$ cat src/rtl/sdh_pkg.sv
package sdh_pkg;

    typedef enum logic [3:0] {
        ST_IDLE,
        ST_SETUP,
        ST_TX0,
        ST_GAP,
        ST_TX1,
        ST_WRDY,
        ST_RX,
        ST_WHI,
        ST_FIN
    } sdh_state_e;

    typedef struct packed {
        logic [7:0] b0;
        logic       has_b1;
        logic [7:0] b1;
    } sdh_cmd_t;

    localparam logic [7:0] DUMMY_BYTE = 8'h00;

    // A zero half-period setting is treated as one cycle.
    function automatic logic [15:0] half_limit(input logic [15:0] d);
        return (d == 16'd0) ? 16'd1 : d;
    endfunction

endpackage

$ cat src/rtl/sdh_sync.sv
module sdh_sync #(
    parameter int  STAGES  = 2,
    parameter logic RST_VAL = 1'b1
) (
    input  logic clk,
    input  logic rst,
    input  logic d,
    output logic q
);
    logic [STAGES-1:0] pipe;

    always_ff @(posedge clk) begin
        if (rst) pipe <= {STAGES{RST_VAL}};
        else     pipe <= {pipe[STAGES-2:0], d};
    end

    assign q = pipe[STAGES-1];
endmodule

$ cat src/rtl/sdh_timer.sv
module sdh_timer #(
    parameter int W = 32
) (
    input  logic         clk,
    input  logic         rst,
    input  logic         ld,
    input  logic [W-1:0] val,
    output logic         expired
);
    logic [W-1:0] cnt;

    always_ff @(posedge clk) begin
        if (rst)              cnt <= '0;
        else if (ld)          cnt <= val;
        else if (cnt != '0)   cnt <= cnt - W'(1);
    end

    assign expired = (cnt == '0);
endmodule

$ cat src/rtl/sdh_shifter.sv
module sdh_shifter
    import sdh_pkg::*;
#(
    parameter int DIV_W = 8
) (
    input  logic             clk,
    input  logic             rst,
    input  logic             start,
    input  logic [7:0]       tx,
    input  logic [DIV_W-1:0] half_div,
    input  logic             miso,
    output logic             sck,
    output logic             mosi,
    output logic [7:0]       rx,
    output logic             done
);
    logic             act;
    logic [7:0]       sh;
    logic [2:0]       bitn;
    logic [DIV_W-1:0] hc;
    logic [DIV_W-1:0] lim;

    assign lim  = DIV_W'(half_limit(16'(half_div)));
    assign mosi = act & sh[7];

    always_ff @(posedge clk) begin
        if (rst) begin
            act  <= 1'b0;
            sh   <= '0;
            bitn <= '0;
            hc   <= '0;
            sck  <= 1'b0;
            rx   <= '0;
            done <= 1'b0;
        end else begin
            done <= 1'b0;
            if (!act) begin
                sck <= 1'b0;
                if (start) begin
                    act  <= 1'b1;
                    sh   <= tx;
                    hc   <= '0;
                    bitn <= '0;
                end
            end else if (hc == lim - DIV_W'(1)) begin
                hc <= '0;
                if (!sck) begin
                    sck <= 1'b1;
                    rx  <= {rx[6:0], miso};
                end else begin
                    sck <= 1'b0;
                    if (bitn == 3'd7) begin
                        act  <= 1'b0;
                        done <= 1'b1;
                    end else begin
                        bitn <= bitn + 3'd1;
                        sh   <= {sh[6:0], 1'b0};
                    end
                end
            end else begin
                hc <= hc + DIV_W'(1);
            end
        end
    end
endmodule

$ cat src/rtl/sdh_ctrl.sv
module sdh_ctrl
    import sdh_pkg::*;
#(
    parameter int RSP_W = 8,
    parameter int DIV_W = 8,
    parameter int GAP_W = 8,
    parameter int TO_W  = 32
) (
    input  logic             clk,
    input  logic             rst,
    input  logic             cmd_valid,
    input  sdh_cmd_t         cmd,
    input  logic [RSP_W-1:0] rsp_cnt,
    input  logic [DIV_W-1:0] half_div,
    input  logic [GAP_W-1:0] gap,
    input  logic [TO_W-1:0]  timeout,
    input  logic             drdy_s,
    input  logic             byte_done,
    input  logic [7:0]       rx_byte,
    input  logic             tmr_exp,
    output logic             tmr_ld,
    output logic [TO_W-1:0]  tmr_val,
    output logic             sh_start,
    output logic [7:0]       sh_tx,
    output logic             ss_n,
    output logic             busy,
    output logic             rsp_valid,
    output logic [7:0]       rsp_data,
    output logic             done,
    output logic             timeout_err
);
    sdh_state_e       st_q, st_n;
    sdh_cmd_t         cmd_q, cmd_n;
    logic [RSP_W-1:0] cnt_q, cnt_n;
    logic             ss_q, ss_nx;
    logic             busy_q, busy_n;
    logic             err_q, err_n;
    logic             start_q, start_n;
    logic [7:0]       tx_q, tx_n;
    logic             rv_q, rv_n;
    logic [7:0]       rd_q, rd_n;
    logic             done_q, done_n;
    logic             cmd_end;

    always_comb begin
        st_n    = st_q;
        cmd_n   = cmd_q;
        cnt_n   = cnt_q;
        ss_nx   = ss_q;
        busy_n  = busy_q;
        err_n   = err_q;
        tx_n    = tx_q;
        rd_n    = rd_q;
        start_n = 1'b0;
        rv_n    = 1'b0;
        done_n  = 1'b0;
        tmr_ld  = 1'b0;
        tmr_val = '0;
        cmd_end = 1'b0;

        case (st_q)
            ST_IDLE: begin
                if (cmd_valid) begin
                    cmd_n   = cmd;
                    cnt_n   = rsp_cnt;
                    busy_n  = 1'b1;
                    ss_nx   = 1'b0;
                    err_n   = 1'b0;
                    tmr_ld  = 1'b1;
                    tmr_val = TO_W'(half_div);
                    st_n    = ST_SETUP;
                end
            end
            ST_SETUP: begin
                if (tmr_exp) begin
                    start_n = 1'b1;
                    tx_n    = cmd_q.b0;
                    st_n    = ST_TX0;
                end
            end
            ST_TX0: begin
                if (byte_done) begin
                    if (cmd_q.has_b1) begin
                        tmr_ld  = 1'b1;
                        tmr_val = TO_W'(gap);
                        st_n    = ST_GAP;
                    end else begin
                        cmd_end = 1'b1;
                    end
                end
            end
            ST_GAP: begin
                if (tmr_exp) begin
                    start_n = 1'b1;
                    tx_n    = cmd_q.b1;
                    st_n    = ST_TX1;
                end
            end
            ST_TX1: begin
                if (byte_done) cmd_end = 1'b1;
            end
            ST_WRDY: begin
                if (!drdy_s) begin
                    start_n = 1'b1;
                    tx_n    = DUMMY_BYTE;
                    st_n    = ST_RX;
                end else if (tmr_exp) begin
                    err_n = 1'b1;
                    ss_nx = 1'b1;
                    st_n  = ST_FIN;
                end
            end
            ST_RX: begin
                if (byte_done) begin
                    rv_n    = 1'b1;
                    rd_n    = rx_byte;
                    cnt_n   = cnt_q - RSP_W'(1);
                    tmr_ld  = 1'b1;
                    tmr_val = timeout;
                    st_n    = ST_WHI;
                end
            end
            ST_WHI: begin
                if (drdy_s) begin
                    if (cnt_q == '0) begin
                        ss_nx = 1'b1;
                        st_n  = ST_FIN;
                    end else begin
                        tmr_ld  = 1'b1;
                        tmr_val = timeout;
                        st_n    = ST_WRDY;
                    end
                end else if (tmr_exp) begin
                    err_n = 1'b1;
                    ss_nx = 1'b1;
                    st_n  = ST_FIN;
                end
            end
            ST_FIN: begin
                done_n = 1'b1;
                busy_n = 1'b0;
                st_n   = ST_IDLE;
            end
            default: st_n = ST_IDLE;
        endcase

        if (cmd_end) begin
            if (cnt_q == '0) begin
                ss_nx = 1'b1;
                st_n  = ST_FIN;
            end else begin
                tmr_ld  = 1'b1;
                tmr_val = timeout;
                st_n    = ST_WRDY;
            end
        end
    end

    always_ff @(posedge clk) begin
        if (rst) begin
            st_q    <= ST_IDLE;
            cmd_q   <= '0;
            cnt_q   <= '0;
            ss_q    <= 1'b1;
            busy_q  <= 1'b0;
            err_q   <= 1'b0;
            start_q <= 1'b0;
            tx_q    <= '0;
            rv_q    <= 1'b0;
            rd_q    <= '0;
            done_q  <= 1'b0;
        end else begin
            st_q    <= st_n;
            cmd_q   <= cmd_n;
            cnt_q   <= cnt_n;
            ss_q    <= ss_nx;
            busy_q  <= busy_n;
            err_q   <= err_n;
            start_q <= start_n;
            tx_q    <= tx_n;
            rv_q    <= rv_n;
            rd_q    <= rd_n;
            done_q  <= done_n;
        end
    end

    assign sh_start    = start_q;
    assign sh_tx       = tx_q;
    assign ss_n        = ss_q;
    assign busy        = busy_q;
    assign rsp_valid   = rv_q;
    assign rsp_data    = rd_q;
    assign done        = done_q;
    assign timeout_err = err_q;
endmodule

$ cat src/rtl/spi_drdy_host.sv
module spi_drdy_host
    import sdh_pkg::*;
#(
    parameter int RSP_W = 8,
    parameter int DIV_W = 8,
    parameter int GAP_W = 8,
    parameter int TO_W  = 32
) (
    input  logic             clk,
    input  logic             rst,
    input  logic             cmd_valid,
    input  logic [7:0]       cmd_byte0,
    input  logic             cmd_has_b1,
    input  logic [7:0]       cmd_byte1,
    input  logic [RSP_W-1:0] cmd_rsp_cnt,
    input  logic [DIV_W-1:0] cfg_half_div,
    input  logic [GAP_W-1:0] cfg_gap,
    input  logic [TO_W-1:0]  cfg_timeout,
    input  logic             miso,
    input  logic             drdy_n,
    output logic             sck,
    output logic             mosi,
    output logic             ss_n,
    output logic             rsp_valid,
    output logic [7:0]       rsp_data,
    output logic             done,
    output logic             busy,
    output logic             timeout_err
);
    sdh_cmd_t        cmd_in;
    logic            drdy_s;
    logic            byte_done;
    logic [7:0]      rx_byte;
    logic            tmr_exp;
    logic            tmr_ld;
    logic [TO_W-1:0] tmr_val;
    logic            sh_start;
    logic [7:0]      sh_tx;

    assign cmd_in = '{b0: cmd_byte0, has_b1: cmd_has_b1, b1: cmd_byte1};

    sdh_sync #(.STAGES(2), .RST_VAL(1'b1)) u_sync (
        .clk (clk),
        .rst (rst),
        .d   (drdy_n),
        .q   (drdy_s)
    );

    sdh_timer #(.W(TO_W)) u_timer (
        .clk     (clk),
        .rst     (rst),
        .ld      (tmr_ld),
        .val     (tmr_val),
        .expired (tmr_exp)
    );

    sdh_shifter #(.DIV_W(DIV_W)) u_shift (
        .clk      (clk),
        .rst      (rst),
        .start    (sh_start),
        .tx       (sh_tx),
        .half_div (cfg_half_div),
        .miso     (miso),
        .sck      (sck),
        .mosi     (mosi),
        .rx       (rx_byte),
        .done     (byte_done)
    );

    sdh_ctrl #(
        .RSP_W(RSP_W), .DIV_W(DIV_W), .GAP_W(GAP_W), .TO_W(TO_W)
    ) u_ctrl (
        .clk         (clk),
        .rst         (rst),
        .cmd_valid   (cmd_valid),
        .cmd         (cmd_in),
        .rsp_cnt     (cmd_rsp_cnt),
        .half_div    (cfg_half_div),
        .gap         (cfg_gap),
        .timeout     (cfg_timeout),
        .drdy_s      (drdy_s),
        .byte_done   (byte_done),
        .rx_byte     (rx_byte),
        .tmr_exp     (tmr_exp),
        .tmr_ld      (tmr_ld),
        .tmr_val     (tmr_val),
        .sh_start    (sh_start),
        .sh_tx       (sh_tx),
        .ss_n        (ss_n),
        .busy        (busy),
        .rsp_valid   (rsp_valid),
        .rsp_data    (rsp_data),
        .done        (done),
        .timeout_err (timeout_err)
    );
endmodule

$ cat config.mk
export PLATFORM = sky130hd
export DESIGN_NAME = spi_drdy_host
export DESIGN_NICKNAME = d
export VERILOG_FILES = /design/src/rtl/sdh_pkg.sv /design/src/rtl/sdh_sync.sv /design/src/rtl/sdh_timer.sv /design/src/rtl/sdh_shifter.sv /design/src/rtl/sdh_ctrl.sv /design/src/rtl/spi_drdy_host.sv
export SDC_FILE = /design/constraint.sdc
export NUM_CORES = 1
export LEC_CHECK = 0
export ABC_AREA = 1
export BUFFER_PORTS_ARGS = -buffer_cell sky130_fd_sc_hd__clkbuf_2
export CORE_UTILIZATION = 40
export CTS_CLUSTER_DIAMETER = 60
export CTS_CLUSTER_SIZE = 30
export DETAILED_ROUTE_END_ITERATION = 10
export HOLD_SLACK_MARGIN = 0.08
export PLACE_DENSITY_LB_ADDON = 0.25
export RECOVER_POWER = 100
export SLEW_MARGIN = 5
export SYNTH_ARGS = -nofsm -noshare
export SYNTH_HDL_FRONTEND = slang
export SYNTH_SLANG_ARGS = --single-unit
$ cat constraint.sdc
create_clock -name clk -period 3.2 [get_ports clk]
set_clock_uncertainty 0.2 [all_clocks]
set_input_delay 0.16 -clock clk [delete_from_list [all_inputs] [get_ports clk]]
set_output_delay 0.16 -clock clk [all_outputs]
set_load 0.01 [all_outputs]
* Yosys cells after proc, flatten, opt, wreduce, memory -nomap -nowiden
Cells that the tools add are included.
W data, S select, Z words.
** Operators by class
- Add/subtract/negate cells :: 5
- Eq/ne operators :: 27
- Mux-type cells :: 82
- Bitwise logic cells :: 5
- Reductions and logical operators :: 24
** Operators with widths (count)
- $mux W32 :: 8
- $mux W8 :: 16
- $pmux W32 S4 :: 1
- $mux W4 :: 11
- $logic_not A32 Y1 :: 1
- $mux W1 :: 32
- $pmux W4 S8 :: 1
- $reduce_bool A32 Y1 :: 1
- $sub A32 B1 Y32 const B :: 1
- $pmux W8 S3 :: 1
- $ne A2 B2 Y1 const B :: 9
- $eq A4 B3 Y1 const B :: 4
- $logic_not A8 Y1 :: 2
- $pmux W8 S2 :: 1
- $sub A8 B1 Y8 const B :: 2
- $mux W3 :: 5
- $ne A3 B2 Y1 const B :: 5
- $reduce_and A4 Y1 :: 3
- $add A8 B1 Y8 const B :: 1
- $eq A4 B2 Y1 const B :: 2
- $eq A8 B8 Y1 :: 1
- $reduce_bool A2 Y1 :: 4
- $reduce_and A7 Y1 :: 1
- $pmux W1 S2 :: 3
- other kinds (16) :: 27
** Word-level totals
- Register bits :: 115
- Bits of input ports :: 78
- Output and inout bits :: 15
- Logic and storage cells :: 165

* Depth between registers and ports, before layout
Gate-level depths: netlist (run 1).
- Depth after elaboration :: 7
- Gate-level depth with buffers :: 20

* Cells and area by module
From an unflattened synthesis (run 1), not the netlist that was laid out.
** Second synthesis, totals
- Cell total of the unflattened synthesis :: 1072
- Area, all modules :: 6936.7 um^2
** By module, submodules not included
- sdh_ctrl :: times used 1, cells each 427, area an instance 2787.7 um^2
- sdh_timer :: times used 1, cells each 369, area an instance 2287.2 um^2
- sdh_shifter :: times used 1, cells each 269, area an instance 1803.0 um^2
- sdh_sync :: times used 1, cells each 7, area an instance 58.8 um^2

* Worst setup path after synthesis (run 1)
No wires, ideal clock.
- Path type :: in2reg
- From :: in cfg_half_div[3]
- To :: reg u_shift.sh[6]
- Setup time :: 0.112 ns
- Arrival time :: 1.979 ns
- Data required time :: 2.888 ns
- Path slack :: 0.909 ns
- Stages on the path :: 18
- Buffers on the path :: 1
- Cells stage by stage :: inv_2 > nand2_2 > nor2_4 > nand2_4 > nand2_1 > inv_1 > ha_1 > xor2_1 > nor2_1 > nor2_1 > nand2_1 > nor2_2 > nand3_4 > nand2_4 > nand2_4 > buf_6 > nor2_2 > nor2_2
** On the way
- Cells in the longest elaborated chain, start to end :: 6
** Ends and longest elaborated chain
- from (decl) :: RTL line spi_drdy_host.sv:16 : input logic [DIV_W-1:0] cfg_half_div,
- $logic_not A8 Y1 :: RTL line sdh_pkg.sv:25 : return (d == 16'd0) ? 16'd1 : d;
- $mux W8 * :: RTL line sdh_pkg.sv:25
- $sub A8 B1 Y8 * :: RTL line sdh_shifter.sv:45 : end else if (hc == lim - DIV_W'(1)) begin
- $eq A8 B8 Y1 * :: RTL line sdh_shifter.sv:45
- $ne A2 B2 Y1 (no line) *
- $reduce_and A4 Y1 (no line) *
- to (signal assigned) :: RTL line sdh_shifter.sv:41 : sh <= tx;
- to (signal assigned) :: RTL line sdh_shifter.sv:57 : sh <= {sh[6:0], 1'b0};
- to (decl) :: RTL line sdh_shifter.sv:18 : logic [7:0] sh;
Mark *: on every way between the ends. The rest lies on a longest branch, timed or not.
A chain may end at the register's enable or synchronous reset.

* Worst setup path in the final report (run 1)
- From :: reg u_ctrl.st_q[3]
- To :: reg u_timer.cnt[1]
** On the way
- Cells in the longest elaborated chain, start to end :: 5
** Ends and longest elaborated chain
- from (decl) :: RTL line sdh_ctrl.sv:32 : sdh_state_e st_q, st_n;
- from (signal assigned) :: RTL line sdh_ctrl.sv:173 : st_q <= st_n;
- $eq A4 B3 Y1, or another cell as far along :: RTL line sdh_ctrl.sv:61 : case (st_q)
- $pmux W32 S4 / $pmux W1 S4 (equally long branches) :: RTL line sdh_ctrl.sv:61
- $mux W32 / $mux W1 (equally long branches) :: RTL line sdh_ctrl.sv:148 : if (cnt_q == '0) begin
- $mux W32 / $mux W1 (equally long branches) :: RTL line sdh_ctrl.sv:147 : if (cmd_end) begin
- $mux W32 / $reduce_bool A2 Y1 (equally long branches)
- to (signal assigned) :: RTL line sdh_timer.sv:14 : else if (ld) cnt <= val;
- to (signal assigned) :: RTL line sdh_timer.sv:15 : else if (cnt != '0) cnt <= cnt - W'(1);
- to (decl) :: RTL line sdh_timer.sv:10 : logic [W-1:0] cnt;
Parallel ways exist; a longest one is shown, timed or not.

==> results of run 1 <==
## kinds of logic (layout without fill, tap and decap cells)
group / Yosys count / count (layout)
xor+xnor: 29 / 29
flops: 115 / 115
buf+inv: 154 / 338
compound gates: 201 / 201
simple gates: 433 / 433
fa+ha+maj: 6 / 6
## tightest hold or removal path, cell delays in order
cell and delay, ns:
clkbuf_2 0.13, xnor2_1 0.10, inv_1 0.06, nand2_1 0.06
nand3_1 0.08, nor3_2 0.05, nand3_1 0.06, a21oi_1 0.05
## final timing paths
check	endpoint	startpoint	slack, ns
hold reg to reg	u_ctrl.sh_tx[3]	u_ctrl.sh_tx[3]	0.25
setup / recovery	u_timer.cnt[1]	u_ctrl.st_q[3]	0.27
setup reg to reg	u_timer.cnt[1]	u_ctrl.st_q[3]	0.27
hold / removal	u_shift.sck	cfg_half_div[7]	0.18
## Yosys cell counts (all sizes together), types with 9 or more instances
library cell	count	area share (%)
nand2	205	13
nor2	149	9.5
inv	119	7.2
dfxtp	115	37
a21oi	85	6.9
o21ai	69	5.5
nand3	40	3.6
a22oi	17	2.0
clkbuf	17	1.0
nand4	17	1.7
xor2	17	2.4
buf	16	1.5
xnor2	12	1.7
nor3	11	1.0
o22ai	9	0.90
## power groups by stage
stage | clock, W | combinational [W] | sequential (W)
4_1_cts | 0.00189 | 0.00290 | 0.00198
3_5_place_dp | 0 | 0.00270 | 0.00200
6_report | 0.00185 | 0.00294 | 0.00198
5_1_grt | 0.00196 | 0.00338 | 0.00202
2_1_floorplan | 0 | 0.00218 | 0.00195
3_3_place_gp | 0 | 0.00267 | 0.00200
## routing by layer
metal	GRT usage, %	part of all wire (%)	vias up
met5	0	0	-
met4	8.19	1.4	0
met3	4.68	4.6	18
met2	35.1	46	160
met1	27.5	48	2895
li1	-	-	3385
## through the flow
stage,util (%),cell area (um^2),cells
floorplan,-,6240,938
global placement,45.1,6860,1194
detailed placement,45.1,6860,1194
CTS,54.3,8250,1307
global route,54.0,8200,1310
finish,54.0,8200,1310
## area by class of cell
type                       instances  area share, %
clock buffer                      17           5.19
clock inverter                    15           1.89
inverter                         121           5.58
multi-input combinational        669           40.1
sequential                       115           28.1
tap                              188           2.87
timing repair buffer             185           16.3
## flip-flops by register name (all words and copies together), names as in the netlist
name,count
u_ctrl.busy,1
u_ctrl.cmd_q,17
u_ctrl.cnt_q,8
u_ctrl.done,1
u_ctrl.rsp_data,8
u_ctrl.rsp_valid,1
u_ctrl.sh_start,1
u_ctrl.sh_tx,8
u_ctrl.ss_n,1
u_ctrl.st_q,4
u_ctrl.timeout_err,1
u_shift.act,1
u_shift.bitn,3
u_shift.done,1
u_shift.hc,8
u_shift.rx,8
u_shift.sck,1
u_shift.sh,8
u_sync.pipe,2
u_timer.cnt,32
## timing repair
item                                   CTS  global route
endpoints found under the hold margin   74             0
setup endpoints to repair                0             7
setup buffers                            0             3
gates resized for setup                  0             8
hold buffers                            81             0
==> flow_summary.yaml, run 1 <==
logic_synthesis:
  synthesis.area_um2: 6240
  synth-edff-count: 0
  ys_seq_area_share_pct: 36.9
  synth-xor-area-share_pct: 4.07
  yosys_warnings: 0
  synth_top_family_by_area: "simple AND/OR/NAND/NOR gates"
  postSynthCellCount: 938
  synth_seq_cells: 115
  synth_compound_area_share_pct: 18.0
  synth.net_count: 1022
  syn_area_per_cell_um2: 6.65
  synth_cell_types: 42
  synth-simple-area-share_pct: 30.0
  synthAdderAreaFrac_pct: 1.20
  synth_ff_type: "dfxtp_1"
  synthMuxAreaShare_pct: 0
  async_reset_ff_share_pct: 0
layout:
  layout_commonest_cell: "nand2_1"
  fill_cells: 1542
  ff_latch_area_um2: 2300
  multiInputGateArea_um2: 3290
  areaGrowthSynthToFinish_pct: 31.4
  drive_above_1_share_pct: 13.6
  most-common-layout-cells: "nand2_1 (200), nor2_1 (136), dfxtp_1 (114)"
  nets: 1193
  diodes: 0
worst_setup_path:
  worst-path-stages: 11
  cpMostUsedCell: "nor2_1"
  worst_setup_path_start_kind: "flop"
  path_cells: "inv_1 -> nand2_1 -> nor2_1 -> nand2_2 -> clkinvlp_4 -> a22oi_1 -> dlygate4sd3_1 -> o21ai_0 -> nor2_1 -> dlygate4sd3_1 -> nor2_1"
  criticalPathCategory: "flop to flop"
  rr_worst_depth: 11
  end_kind: "flop"
  critPathArrivalTime_ns: 3.03
  max_stage_delay_ns: 0.58
  crit_required_ns: 3.29
  cp_top_family: "buffers and inverters"
  critical_path.max_fanout: 6
  critPathBufInv: 4
  crit_slowest_cell: "dlygate4sd3_1"
power:
  p_comb_share_pct: 43.4
  sw_frac_of_total_pct: 41.5
  p_total_w: 0.00677
  sequentialPowerShare_pct: 29.3
  internal_power_w: 0.00396
  power.leakage_nw: 3.82
  vdd_drop_max_v: 0.000511
  netSwitchingPower_w: 0.00281
  p_clk_share_pct: 27.4
  power.density_nw_per_um2: 825
floorplanning:
  core_area_um2: 15200
  start_util_pct: 41.1
  io_pins: 93
  die_h_um: 127
  die_w_um: 127
  dieArea_um2: 16100
  core.rowCount: 45
drt:
  vias_per_cell: 4.93
  drt-total-wl_mm: 16.4
  num_vias: 6458
  drtAntennaViolNets: 0
  drtIter0Drc: 473
  first_pass_iters: 5
  drcViolationCount: 0
  post_drt_wl_per_cell_um: 12.5
place:
  gp_congestion: 0.857
  io_buffer_count: 92
  dp_hpwl_mm: 11.1
  dp_slack_ns: 0.544
sta:
  slew_viol_final: 0
  tns_ns: 0
  setup_viol: 0
  max_slew_margin_pct: 6.20
  whs_ns: 0.178
  fin_crit_ns: 2.93
  tightest_slew_ns: 1.41
  hold_viol: 0
  rsz0062_at_grt: "false"
  worst_slack_ns: 0.268
  fmax_mhz: 341
  finalCritPeriodShare_pct: 91.6
global_route:
  grt_usage_pct: 21.4
  grt_pass1_vias: 6047
  grt_antenna_before_repair: 0
  grt_pass1_wl_mm: 27.7
  gr-total-overflow: 0
  grt_max_degree: 41
flow_run:
  maxCapViolCount: 0
cts:
  cts_tree: "built"
  cts_root_buffer: "clkbuf_16"
  insertion_delay_ns: 0.42
  cts_buffers: 17
  h-tree-depth: 4
  clk_path_buf_depth: 2
  cts_sinks: 115
  clk_pin_slew_worst_paths_ns: 0.06
min_path:
  min_path_cells: 8
  worstHoldPathType: "primary input to flop"
status:
  status: "complete, no violations"
Note: power is estimated with default switching activity, not from simulation.
==> run 2: changes to the inputs <==
--- a/config.mk
+++ b/config.mk
@@ -11,7 +11,9 @@
 export CTS_CLUSTER_DIAMETER = 60
 export CTS_CLUSTER_SIZE = 30
 export DETAILED_ROUTE_END_ITERATION = 10
+export GPL_ROUTABILITY_DRIVEN = 0
 export HOLD_SLACK_MARGIN = 0.08
+export MAX_ROUTING_LAYER = met4
 export PLACE_DENSITY_LB_ADDON = 0.25
 export RECOVER_POWER = 100
 export SLEW_MARGIN = 5
==> flow_summary.yaml, run 2 (synthesis gave the netlist of run 1 again) <==
power:
  sw_frac_of_total_pct: 41.4
  internal_power_w: 0.00396
  sequentialPowerShare_pct: 29.3
  power.leakage_nw: 3.82
  netSwitchingPower_w: 0.00280
  vdd_drop_max_v: 0.000509
  p_total_w: 0.00676
  power.density_nw_per_um2: 825
  p_clk_share_pct: 27.3
  p_comb_share_pct: 43.4
cts:
  cts_root_buffer: "clkbuf_16"
  cts_tree: "built"
  clk_pin_slew_worst_paths_ns: 0.06
  insertion_delay_ns: 0.42
  h-tree-depth: 4
  cts_buffers: 17
  cts_sinks: 115
  clk_path_buf_depth: 2
worst_setup_path:
  worst-path-stages: 11
  critical_path.max_fanout: 6
  worst_setup_path_start_kind: "flop"
  end_kind: "flop"
  crit_slowest_cell: "dlygate4sd3_1"
  path_cells: "inv_1 -> nand2_1 -> nor2_1 -> nand2_2 -> clkinvlp_4 -> a22oi_1 -> dlygate4sd3_1 -> o21ai_0 -> nor2_1 -> dlygate4sd3_1 -> nor2_1"
  crit_required_ns: 3.29
  critPathArrivalTime_ns: 3.03
  cpMostUsedCell: "nor2_1"
  rr_worst_depth: 11
  critPathBufInv: 4
  cp_top_family: "buffers and inverters"
  max_stage_delay_ns: 0.58
  criticalPathCategory: "flop to flop"
floorplanning:
  core.rowCount: 45
  start_util_pct: 41.1
  die_h_um: 127
  dieArea_um2: 16100
  core_area_um2: 15200
  die_w_um: 127
  io_pins: 93
layout:
  areaGrowthSynthToFinish_pct: 31.4
  largest_reg_flops: 32
  regMostFlops: "u_timer.cnt"
  top_regs: "u_timer.cnt: 32 flops, u_ctrl.cmd_q: 17 flops"
  ff_latch_area_um2: 2300
  drive_above_1_share_pct: 13.6
  diodes: 0
  multiInputGateArea_um2: 3290
  nets: 1193
  layout_commonest_cell: "nand2_1"
  fill_cells: 1542
  most-common-layout-cells: "nand2_1 (200), nor2_1 (136), dfxtp_1 (114)"
drt:
  num_vias: 6478
  vias_per_cell: 4.95
  first_pass_iters: 5
  drtAntennaViolNets: 0
  drcViolationCount: 0
  drtIter0Drc: 448
  drt-total-wl_mm: 16.4
  post_drt_wl_per_cell_um: 12.6
sta:
  slew_viol_final: 0
  fin_crit_ns: 2.94
  finalCritPeriodShare_pct: 91.8
  setup_viol: 0
  hold_viol: 0
  tightest_slew_ns: 1.41
  max_slew_margin_pct: 5.73
  tns_ns: 0
  fmax_mhz: 341
  rsz0062_at_grt: "false"
global_route:
  gr-total-overflow: 0
  grt_usage_pct: 22.0
  grt_pass1_vias: 6056
  grt_pass1_wl_mm: 27.7
  grt_max_degree: 41
  grt_antenna_before_repair: 0
place:
  dp_hpwl_mm: 11.1
  io_buffer_count: 92
min_path:
  worstHoldPathType: "primary input to flop"
  min_path_cells: 8
status:
  status: "complete, no violations"
flow_run:
  maxCapViolCount: 0
run 2: cell counts in the layout (fill, tap and decap cells not counted):
Identical to the previous run, type by type.
run 2: layout make-up:
cell class                 instances  share of cell area, %
tap                              188                   2.87
clock inverter                    15                   1.89
multi-input combinational        669                   40.1
inverter                         121                   5.58
clock buffer                      17                   5.19
timing repair buffer             185                   16.3
sequential                       115                   28.1
run 2: through the flow:
step           setup slack (ns)  hold WS (ns)  std cells  utilization (%)  cell area (um^2)
5_1_grt                  0.0280         0.250       1310             54.0              8200
3_3_place_gp              0.633         0.150       1194             45.1              6860
3_5_place_dp              0.544         0.151       1194             45.1              6860
2_1_floorplan             0.909        0.0638        938                -              6240
6_report                  0.263         0.181       1310             54.0              8200
4_1_cts                  0.0708         0.171       1307             54.3              8250
run 2: path summary, 6_finish.rpt:
path                    from              end  slack [ns]
max           u_ctrl.st_q[3]   u_timer.cnt[1]        0.26
min          cfg_half_div[7]      u_shift.sck        0.18
max reg2reg   u_ctrl.st_q[3]   u_timer.cnt[1]        0.26
min reg2reg  u_ctrl.sh_tx[3]  u_ctrl.sh_tx[3]        0.25
run 2: power by group through the flow:
stage                     Combinational (W)  Sequential [W]  Clock (W)
after floorplan                     0.00218         0.00195          0
after global placement              0.00267         0.00200          0
after detailed placement            0.00270         0.00200          0
after CTS                           0.00290         0.00198    0.00189
after global routing                0.00338         0.00202    0.00196
final                               0.00294         0.00198    0.00185
run 2: worst min-delay path, stage by stage:
cell and delay [ns]:
clkbuf_2 0.13, xnor2_1 0.10, inv_1 0.06, nand2_1 0.06, nand3_1 0.08, nor3_2 0.05, nand3_1 0.06, a21oi_1 0.05
run 2: timing repair:
item                                   in CTS  in global routing
gates resized for setup                     0                  8
hold buffers                               81                  0
setup buffers                               0                  3
endpoints found under the hold margin      74                  0
setup endpoints to repair                   0                  7
run 2: layer usage:
metal  GRT usage (%)  part of all wire (%)  wire length, um  vias to the layer above
met5               -                     0                0                        -
met4            8.19                   1.3              210                        0
met3            4.47                   4.2              692                       16
met2            35.1                    47             7650                      156
met1            27.5                    48             7890                     2924
li1                -                     -                -                     3382
